**src/rtl/bitop_pkg.sv**
```systemverilog
package bitop_pkg;

  typedef enum logic [1:0] {
    GRP_SHIFT = 2'd0,
    GRP_TEST  = 2'd1,
    GRP_CLR   = 2'd2,
    GRP_SET   = 2'd3
  } grp_t;

  typedef enum logic [2:0] {
    SH_ROLC = 3'd0,
    SH_RORC = 3'd1,
    SH_ROL  = 3'd2,
    SH_ROR  = 3'd3,
    SH_SHL  = 3'd4,
    SH_ASR  = 3'd5,
    SH_NSWP = 3'd6,
    SH_LSR  = 3'd7
  } shop_t;

  localparam logic [2:0] SEL_MEM = 3'd6;
  localparam logic [2:0] SEL_ACC = 3'd7;
  localparam int         IDX_HI  = 4;
  localparam int         IDX_LO  = 5;

  typedef struct packed {
    logic       valid;
    logic       fast;
    grp_t       grp;
    shop_t      sop;
    logic [2:0] bidx;
    logic [2:0] sel;
    logic       use_mem;
    logic       wb_mem;
    logic       wb_reg;
    logic [2:0] mcyc;
  } dec_t;

  typedef struct packed {
    logic z;
    logic n;
    logic h;
    logic c;
  } flags_t;

endpackage

```
**src/rtl/bitop_decode.sv**
```systemverilog
module bitop_decode
  import bitop_pkg::*;
(
  input  logic       prefixed,
  input  logic [7:0] op,
  output dec_t       dec
);

  logic writes;

  always_comb begin
    dec    = '0;
    writes = 1'b0;
    if (prefixed) begin
      dec.valid   = 1'b1;
      dec.grp     = grp_t'(op[7:6]);
      dec.sop     = shop_t'(op[5:3]);
      dec.bidx    = op[5:3];
      dec.sel     = op[2:0];
      dec.use_mem = (op[2:0] == SEL_MEM);
      writes      = (op[7:6] != 2'b01);
      dec.wb_mem  = dec.use_mem && writes;
      dec.wb_reg  = !dec.use_mem && writes;
      dec.mcyc    = dec.use_mem ? 3'd4 : 3'd2;
    end else if (op[7:5] == 3'b000 && op[2:0] == 3'b111) begin
      dec.valid  = 1'b1;
      dec.fast   = 1'b1;
      dec.grp    = GRP_SHIFT;
      dec.sop    = shop_t'({1'b0, op[4:3]});
      dec.sel    = SEL_ACC;
      dec.wb_reg = 1'b1;
      dec.mcyc   = 3'd1;
    end
  end

endmodule

```
**src/rtl/bitop_alu.sv**
```systemverilog
module bitop_alu
  import bitop_pkg::*;
#(
  parameter int DW = 8
) (
  input  dec_t          dec,
  input  logic [DW-1:0] v,
  input  flags_t        fin,
  output logic [DW-1:0] res,
  output flags_t        fout
);

  localparam int HALF = DW / 2;
  localparam int BW   = $clog2(DW);

  logic [DW-1:0] sh_res;
  logic          sh_out;
  logic [DW-1:0] bmask;

  always_comb begin
    sh_res = v;
    sh_out = 1'b0;
    unique case (dec.sop)
      SH_ROLC: begin sh_res = {v[DW-2:0], v[DW-1]}; sh_out = v[DW-1]; end
      SH_RORC: begin sh_res = {v[0], v[DW-1:1]};    sh_out = v[0];    end
      SH_ROL:  begin sh_res = {v[DW-2:0], fin.c};   sh_out = v[DW-1]; end
      SH_ROR:  begin sh_res = {fin.c, v[DW-1:1]};   sh_out = v[0];    end
      SH_SHL:  begin sh_res = {v[DW-2:0], 1'b0};    sh_out = v[DW-1]; end
      SH_ASR:  begin sh_res = {v[DW-1], v[DW-1:1]}; sh_out = v[0];    end
      SH_NSWP: begin sh_res = {v[HALF-1:0], v[DW-1:HALF]}; sh_out = 1'b0; end
      SH_LSR:  begin sh_res = {1'b0, v[DW-1:1]};    sh_out = v[0];    end
      default: begin sh_res = v; sh_out = 1'b0; end
    endcase
  end

  assign bmask = DW'(1) << dec.bidx[BW-1:0];

  always_comb begin
    res  = v;
    fout = fin;
    unique case (dec.grp)
      GRP_SHIFT: begin
        res    = sh_res;
        fout.z = dec.fast ? 1'b0 : (sh_res == '0);
        fout.n = 1'b0;
        fout.h = 1'b0;
        fout.c = sh_out;
      end
      GRP_TEST: begin
        res    = v;
        fout.z = ((v & bmask) == '0);
        fout.n = 1'b0;
        fout.h = 1'b1;
        fout.c = fin.c;
      end
      GRP_CLR: res = v & ~bmask;
      GRP_SET: res = v | bmask;
      default: res = v;
    endcase
  end

endmodule

```
**src/rtl/bitop_seq.sv**
```systemverilog
module bitop_seq #(
  parameter int TPM = 4
) (
  input  logic       clk,
  input  logic       rst,
  input  logic       start,
  input  logic [2:0] mcyc,
  input  logic       use_mem,
  input  logic       wb_mem,
  output logic       busy,
  output logic       last,
  output logic       rd_next,
  output logic       cap,
  output logic       wr_next
);

  localparam int            MAXT = 4 * TPM;
  localparam int            CW   = $clog2(MAXT + 1) + 1;
  localparam logic [CW-1:0] RD_T = CW'(2 * TPM);
  localparam logic [CW-1:0] WR_T = CW'(3 * TPM);

  logic [CW-1:0] t_q;
  logic [CW-1:0] total_q;
  logic          mem_q;
  logic          wbm_q;
  logic [CW-1:0] t_inc;

  assign t_inc = t_q + CW'(1);

  always_ff @(posedge clk) begin
    if (rst) begin
      busy    <= 1'b0;
      t_q     <= '0;
      total_q <= '0;
      mem_q   <= 1'b0;
      wbm_q   <= 1'b0;
    end else if (start) begin
      busy    <= 1'b1;
      t_q     <= '0;
      total_q <= CW'(int'(mcyc) * TPM);
      mem_q   <= use_mem;
      wbm_q   <= wb_mem;
    end else if (busy) begin
      t_q <= t_inc;
      if (last) busy <= 1'b0;
    end
  end

  assign last    = busy && (t_inc == total_q);
  assign rd_next = busy && mem_q && (t_inc == RD_T);
  assign cap     = busy && mem_q && (t_q == RD_T + CW'(1));
  assign wr_next = busy && wbm_q && (t_inc == WR_T);

endmodule

```
**src/rtl/bitop_unit.sv**
```systemverilog
module bitop_unit
  import bitop_pkg::*;
#(
  parameter int DW    = 8,
  parameter int NREGS = 8,
  parameter int TPM   = 4
) (
  input  logic              clk,
  input  logic              rst,
  input  logic              req,
  input  logic              prefixed,
  input  logic [7:0]        opcode,
  input  logic [NREGS*DW-1:0] regs,
  input  logic [3:0]        flags_in,
  input  logic [DW-1:0]     mem_rdata,
  output logic              busy,
  output logic              done,
  output logic [DW-1:0]     result,
  output logic              res_we,
  output logic [2:0]        res_dst,
  output logic [3:0]        flags_out,
  output logic [2:0]        mcycles,
  output logic [2*DW-1:0]   mem_addr,
  output logic              mem_rd,
  output logic              mem_wr,
  output logic [DW-1:0]     mem_wdata
);

  localparam int AW = 2 * DW;

  logic [DW-1:0] rf [NREGS];

  for (genvar g = 0; g < NREGS; g++) begin : g_unpack
    assign rf[g] = regs[g*DW +: DW];
  end

  dec_t          dec_d, dec_q;
  logic [DW-1:0] opnd_q;
  flags_t        flg_q;
  logic [DW-1:0] alu_res;
  flags_t        alu_flg;
  logic          accept, last, rd_next, cap, wr_next;
  logic [AW-1:0] hl_addr;

  bitop_decode u_dec (
    .prefixed (prefixed),
    .op       (opcode),
    .dec      (dec_d)
  );

  assign accept  = req && !busy && dec_d.valid;
  assign hl_addr = {rf[IDX_HI], rf[IDX_LO]};

  bitop_seq #(.TPM(TPM)) u_seq (
    .clk     (clk),
    .rst     (rst),
    .start   (accept),
    .mcyc    (dec_d.mcyc),
    .use_mem (dec_d.use_mem),
    .wb_mem  (dec_d.wb_mem),
    .busy    (busy),
    .last    (last),
    .rd_next (rd_next),
    .cap     (cap),
    .wr_next (wr_next)
  );

  bitop_alu #(.DW(DW)) u_alu (
    .dec  (dec_q),
    .v    (opnd_q),
    .fin  (flg_q),
    .res  (alu_res),
    .fout (alu_flg)
  );

  always_ff @(posedge clk) begin
    if (rst) begin
      dec_q    <= '0;
      opnd_q   <= '0;
      flg_q    <= '0;
      mem_addr <= '0;
    end else if (accept) begin
      dec_q    <= dec_d;
      opnd_q   <= rf[dec_d.sel];
      flg_q    <= flags_t'(flags_in);
      mem_addr <= hl_addr;
    end else if (cap) begin
      opnd_q <= mem_rdata;
    end
  end

  always_ff @(posedge clk) begin
    if (rst) begin
      done      <= 1'b0;
      mem_rd    <= 1'b0;
      mem_wr    <= 1'b0;
      mem_wdata <= '0;
      result    <= '0;
      res_we    <= 1'b0;
      res_dst   <= '0;
      flags_out <= '0;
      mcycles   <= '0;
    end else begin
      done   <= last;
      mem_rd <= rd_next;
      mem_wr <= wr_next;
      if (wr_next) mem_wdata <= alu_res;
      if (last) begin
        result    <= alu_res;
        flags_out <= alu_flg;
        res_we    <= dec_q.wb_reg;
        res_dst   <= dec_q.sel;
        mcycles   <= dec_q.mcyc;
      end
    end
  end

endmodule

```
**config.mk**
```make
export PLATFORM = sky130hd
export DESIGN_NAME = bitop_unit
export DESIGN_NICKNAME = d
export VERILOG_FILES = /design/src/rtl/bitop_pkg.sv /design/src/rtl/bitop_decode.sv /design/src/rtl/bitop_alu.sv /design/src/rtl/bitop_seq.sv /design/src/rtl/bitop_unit.sv
export SDC_FILE = /design/constraint.sdc
export NUM_CORES = 1
export LEC_CHECK = 0
export ABC_AREA = 1
export BUFFER_PORTS_ARGS = -buffer_cell sky130_fd_sc_hd__buf_2
export CORE_MARGIN = 2
export CORE_UTILIZATION = 58
export DETAILED_ROUTE_END_ITERATION = 8
export HOLD_SLACK_MARGIN = 0.15
export PLACE_DENSITY = 0.86
export SLEW_MARGIN = 20
export SYNTH_ARGS = -nofsm -noshare
export SYNTH_HDL_FRONTEND = slang
export SYNTH_HIERARCHICAL = 1
export SYNTH_SLANG_ARGS = --single-unit
```
**constraint.sdc**
```tcl
create_clock -name clk -period 5.5 [get_ports clk]
set_input_delay 0.825 -clock clk [delete_from_list [all_inputs] [get_ports clk]]
set_output_delay 0.825 -clock clk [all_outputs]
set_load 0.01 [all_outputs]
```
==> flow_metrics.env <==
export IMPL_status="completed"
export IMPL_max_cap_violations=0
export IMPL_endpoint_kind="flop"
export IMPL_routabilityCongestion=0.950
export IMPL_cts_buffer_depth=2
export IMPL_postSynthNetCount=908
export IMPL_worst_slew_margin_rel_pct=38.4
export IMPL_crit_required_ps=5780
export IMPL_tritoncts_num_buffers=9
export IMPL_netlist_instances=817
export IMPL_final_worst_clock_skew_ps=15.6
export IMPL_clkSlewWorstSetupHoldPaths_ps=100
export IMPL_clkLatencyLatePin_ps=370
export IMPL_grt_pass1_vias=4859
export IMPL_initialDrtViolationCount=350
export IMPL_final_setup_viols=0
export IMPL_worstSetupPathType="primary input to flop"
export IMPL_maximum_number_of_pins_on_one_net_before_global_route_repair=72
export IMPL_dieHeight_um=97.7
export IMPL_leakage_nw=3.22
export IMPL_detail_route_drc_violations=0
export IMPL_route_detailed_wl_per_inst_um=12.4
export IMPL_multiInputGateArea_sq_um=2550
export IMPL_min_period_ps=2950
export IMPL_final_common_cell="sky130_fd_sc_hd__nand2_1"
export IMPL_tritoncts_clock_tree="built"
export IMPL_synthesis_area_sq_um=5090
export IMPL_post_cts_buffers=0
export IMPL_layout_area_overhead_vs_synth_pct=14.4
export IMPL_dr_pass1_iters=5
export IMPL_top_level_ports=135
export IMPL_avgViaCountPerCell=5.12
export IMPL_dp_hpwl_mm=9.37
export IMPL_row_count=34
export IMPL_cts_htree_levels=3
export IMPL_synth_area_per_cell_sq_um=6.23
export IMPL_register_area_sq_um=1720
export IMPL_preCtsSetupSlack_ps=2210
export IMPL_track_usage_pct=27.2
export IMPL_setup_repair_after_global_routing_missed_its_margin="no"
export IMPL_cts_sinks=86
export IMPL_filler_cell_count=837
export IMPL_route_vias_total=5299
export IMPL_synth_warning_count=6
export IMPL_fp_coreArea_sq_um=8640
export IMPL_route_final_wire_length_mm=12.8
export IMPL_period_share_pct=53.7
export IMPL_hold_path_class="flop to flop"
export IMPL_post_cts_resize_count=0
export IMPL_final_net_count=1012
export IMPL_global_route_wire_length_before_repair_mm=21.7
export IMPL_number_of_antenna_violations_at_the_first_check_in_global_routing=0
export IMPL_io_buffers=134
export IMPL_detail_route_antenna_nets=0
export IMPL_postCtsHoldBufs=0
export IMPL_grt_ovfl_total=0
export IMPL_tns_ps=0
export IMPL_drive_gt1_share_pct=20.6
export IMPL_final_cell_mix="sky130_fd_sc_hd__nand2_1, sky130_fd_sc_hd__buf_2, sky130_fd_sc_hd__nor2_1, sky130_fd_sc_hd__inv_1, sky130_fd_sc_hd__dfxtp_1"
export IMPL_ratio_of_total_power_to_cell_area_nw_per_um2=234
export IMPL_clock_root_buffer="sky130_fd_sc_hd__clkbuf_8"
export IMPL_critical_path_max_fanout=59
export IMPL_die_width_um=97.7
export IMPL_cp_arrival_ps=3240
export IMPL_final_max_slew_violation_count=0
export IMPL_kind_of_launch_point_of_the_worst_setup_path="primary input"
export IMPL_final_critical_path_setup_slack_ps=2550
export IMPL_floorplan_die_area_sq_um=9550
export IMPL_n_antenna_cell=0
export IMPL_vdd_drop_max_mv=0.152
export IMPL_start_util_pct=59.0
export IMPL_max_clock_freq_mhz=339
export IMPL_max_slew_worst_pin_slew_ps=923
export IMPL_endpoints_failing_hold=0
-- sequential cells by signal, indices dropped and copies added, names as in the netlist, 4 cells and up --
name and count:
u_seq/t_q 6, flg_q 4, dec_q 16, result 8, mem_wdata 8, opnd_q 8
flags_out 4, mem_addr 16
-- per-layer routing --
layer / global-route usage, % / vias up / part of all wire [%]
li1: - / 2763 / -
met1: 36.4 / 2352 / 45
met2: 45.7 / 166 / 48
met4: 8.33 / 0 / 1.5
met3: 3.60 / 18 / 5.8
met5: 0 / - / 0
-- stage by stage --
step / utilization [%] / power (mW) / hold slack [ps] / cells / area [sq um]
final: 67.5 / 1.36 / 488 / 1034 / 5830
after global routing: 67.5 / 1.43 / 512 / 1034 / 5830
after CTS: 67.5 / 1.37 / 478 / 1034 / 5830
after detailed placement: 65.3 / 0.949 / 463 / 1018 / 5640
after global placement: 65.3 / 0.945 / 451 / 1018 / 5640
after floorplan: - / 0.876 / 430 / 817 / 5090
-- power breakdown --
part           internal (mW)  switching, mW
Clock                  0.183          0.242
Combinational         0.0974          0.154
Sequential             0.650         0.0372
Total                  0.930          0.433
-- layout make-up --
type | count | area share [%]
Sequential cell | 86 | 29.6
Tap cell | 108 | 2.32
Clock inverter | 6 | 0.902
Timing Repair Buffer | 137 | 11.9
Inverter | 140 | 9.19
Clock buffer | 10 | 2.36
Multi-Input combinational cell | 547 | 43.8
-- worst max-delay path: stages --
cell	delay (ps)
sky130_fd_sc_hd__buf_2	120
sky130_fd_sc_hd__nor2_2	140
sky130_fd_sc_hd__nand3_4	140
sky130_fd_sc_hd__nand2_1	100
sky130_fd_sc_hd__nand3_2	440
sky130_fd_sc_hd__inv_2	840
sky130_fd_sc_hd__inv_1	310
sky130_fd_sc_hd__a211oi_1	300
-- final timing paths --
check,start,endpoint,slack (ps),depth (start not counted)
min reg2reg,u_seq/wbm_q,u_seq/wbm_q,490,2
max,opcode[6],u_seq/total_q[4],2550,8
min,u_seq/wbm_q,u_seq/wbm_q,490,2
max reg2reg,u_seq/t_q[1],mem_wdata[7],2670,10
Power figures use the tool's default switching activity.
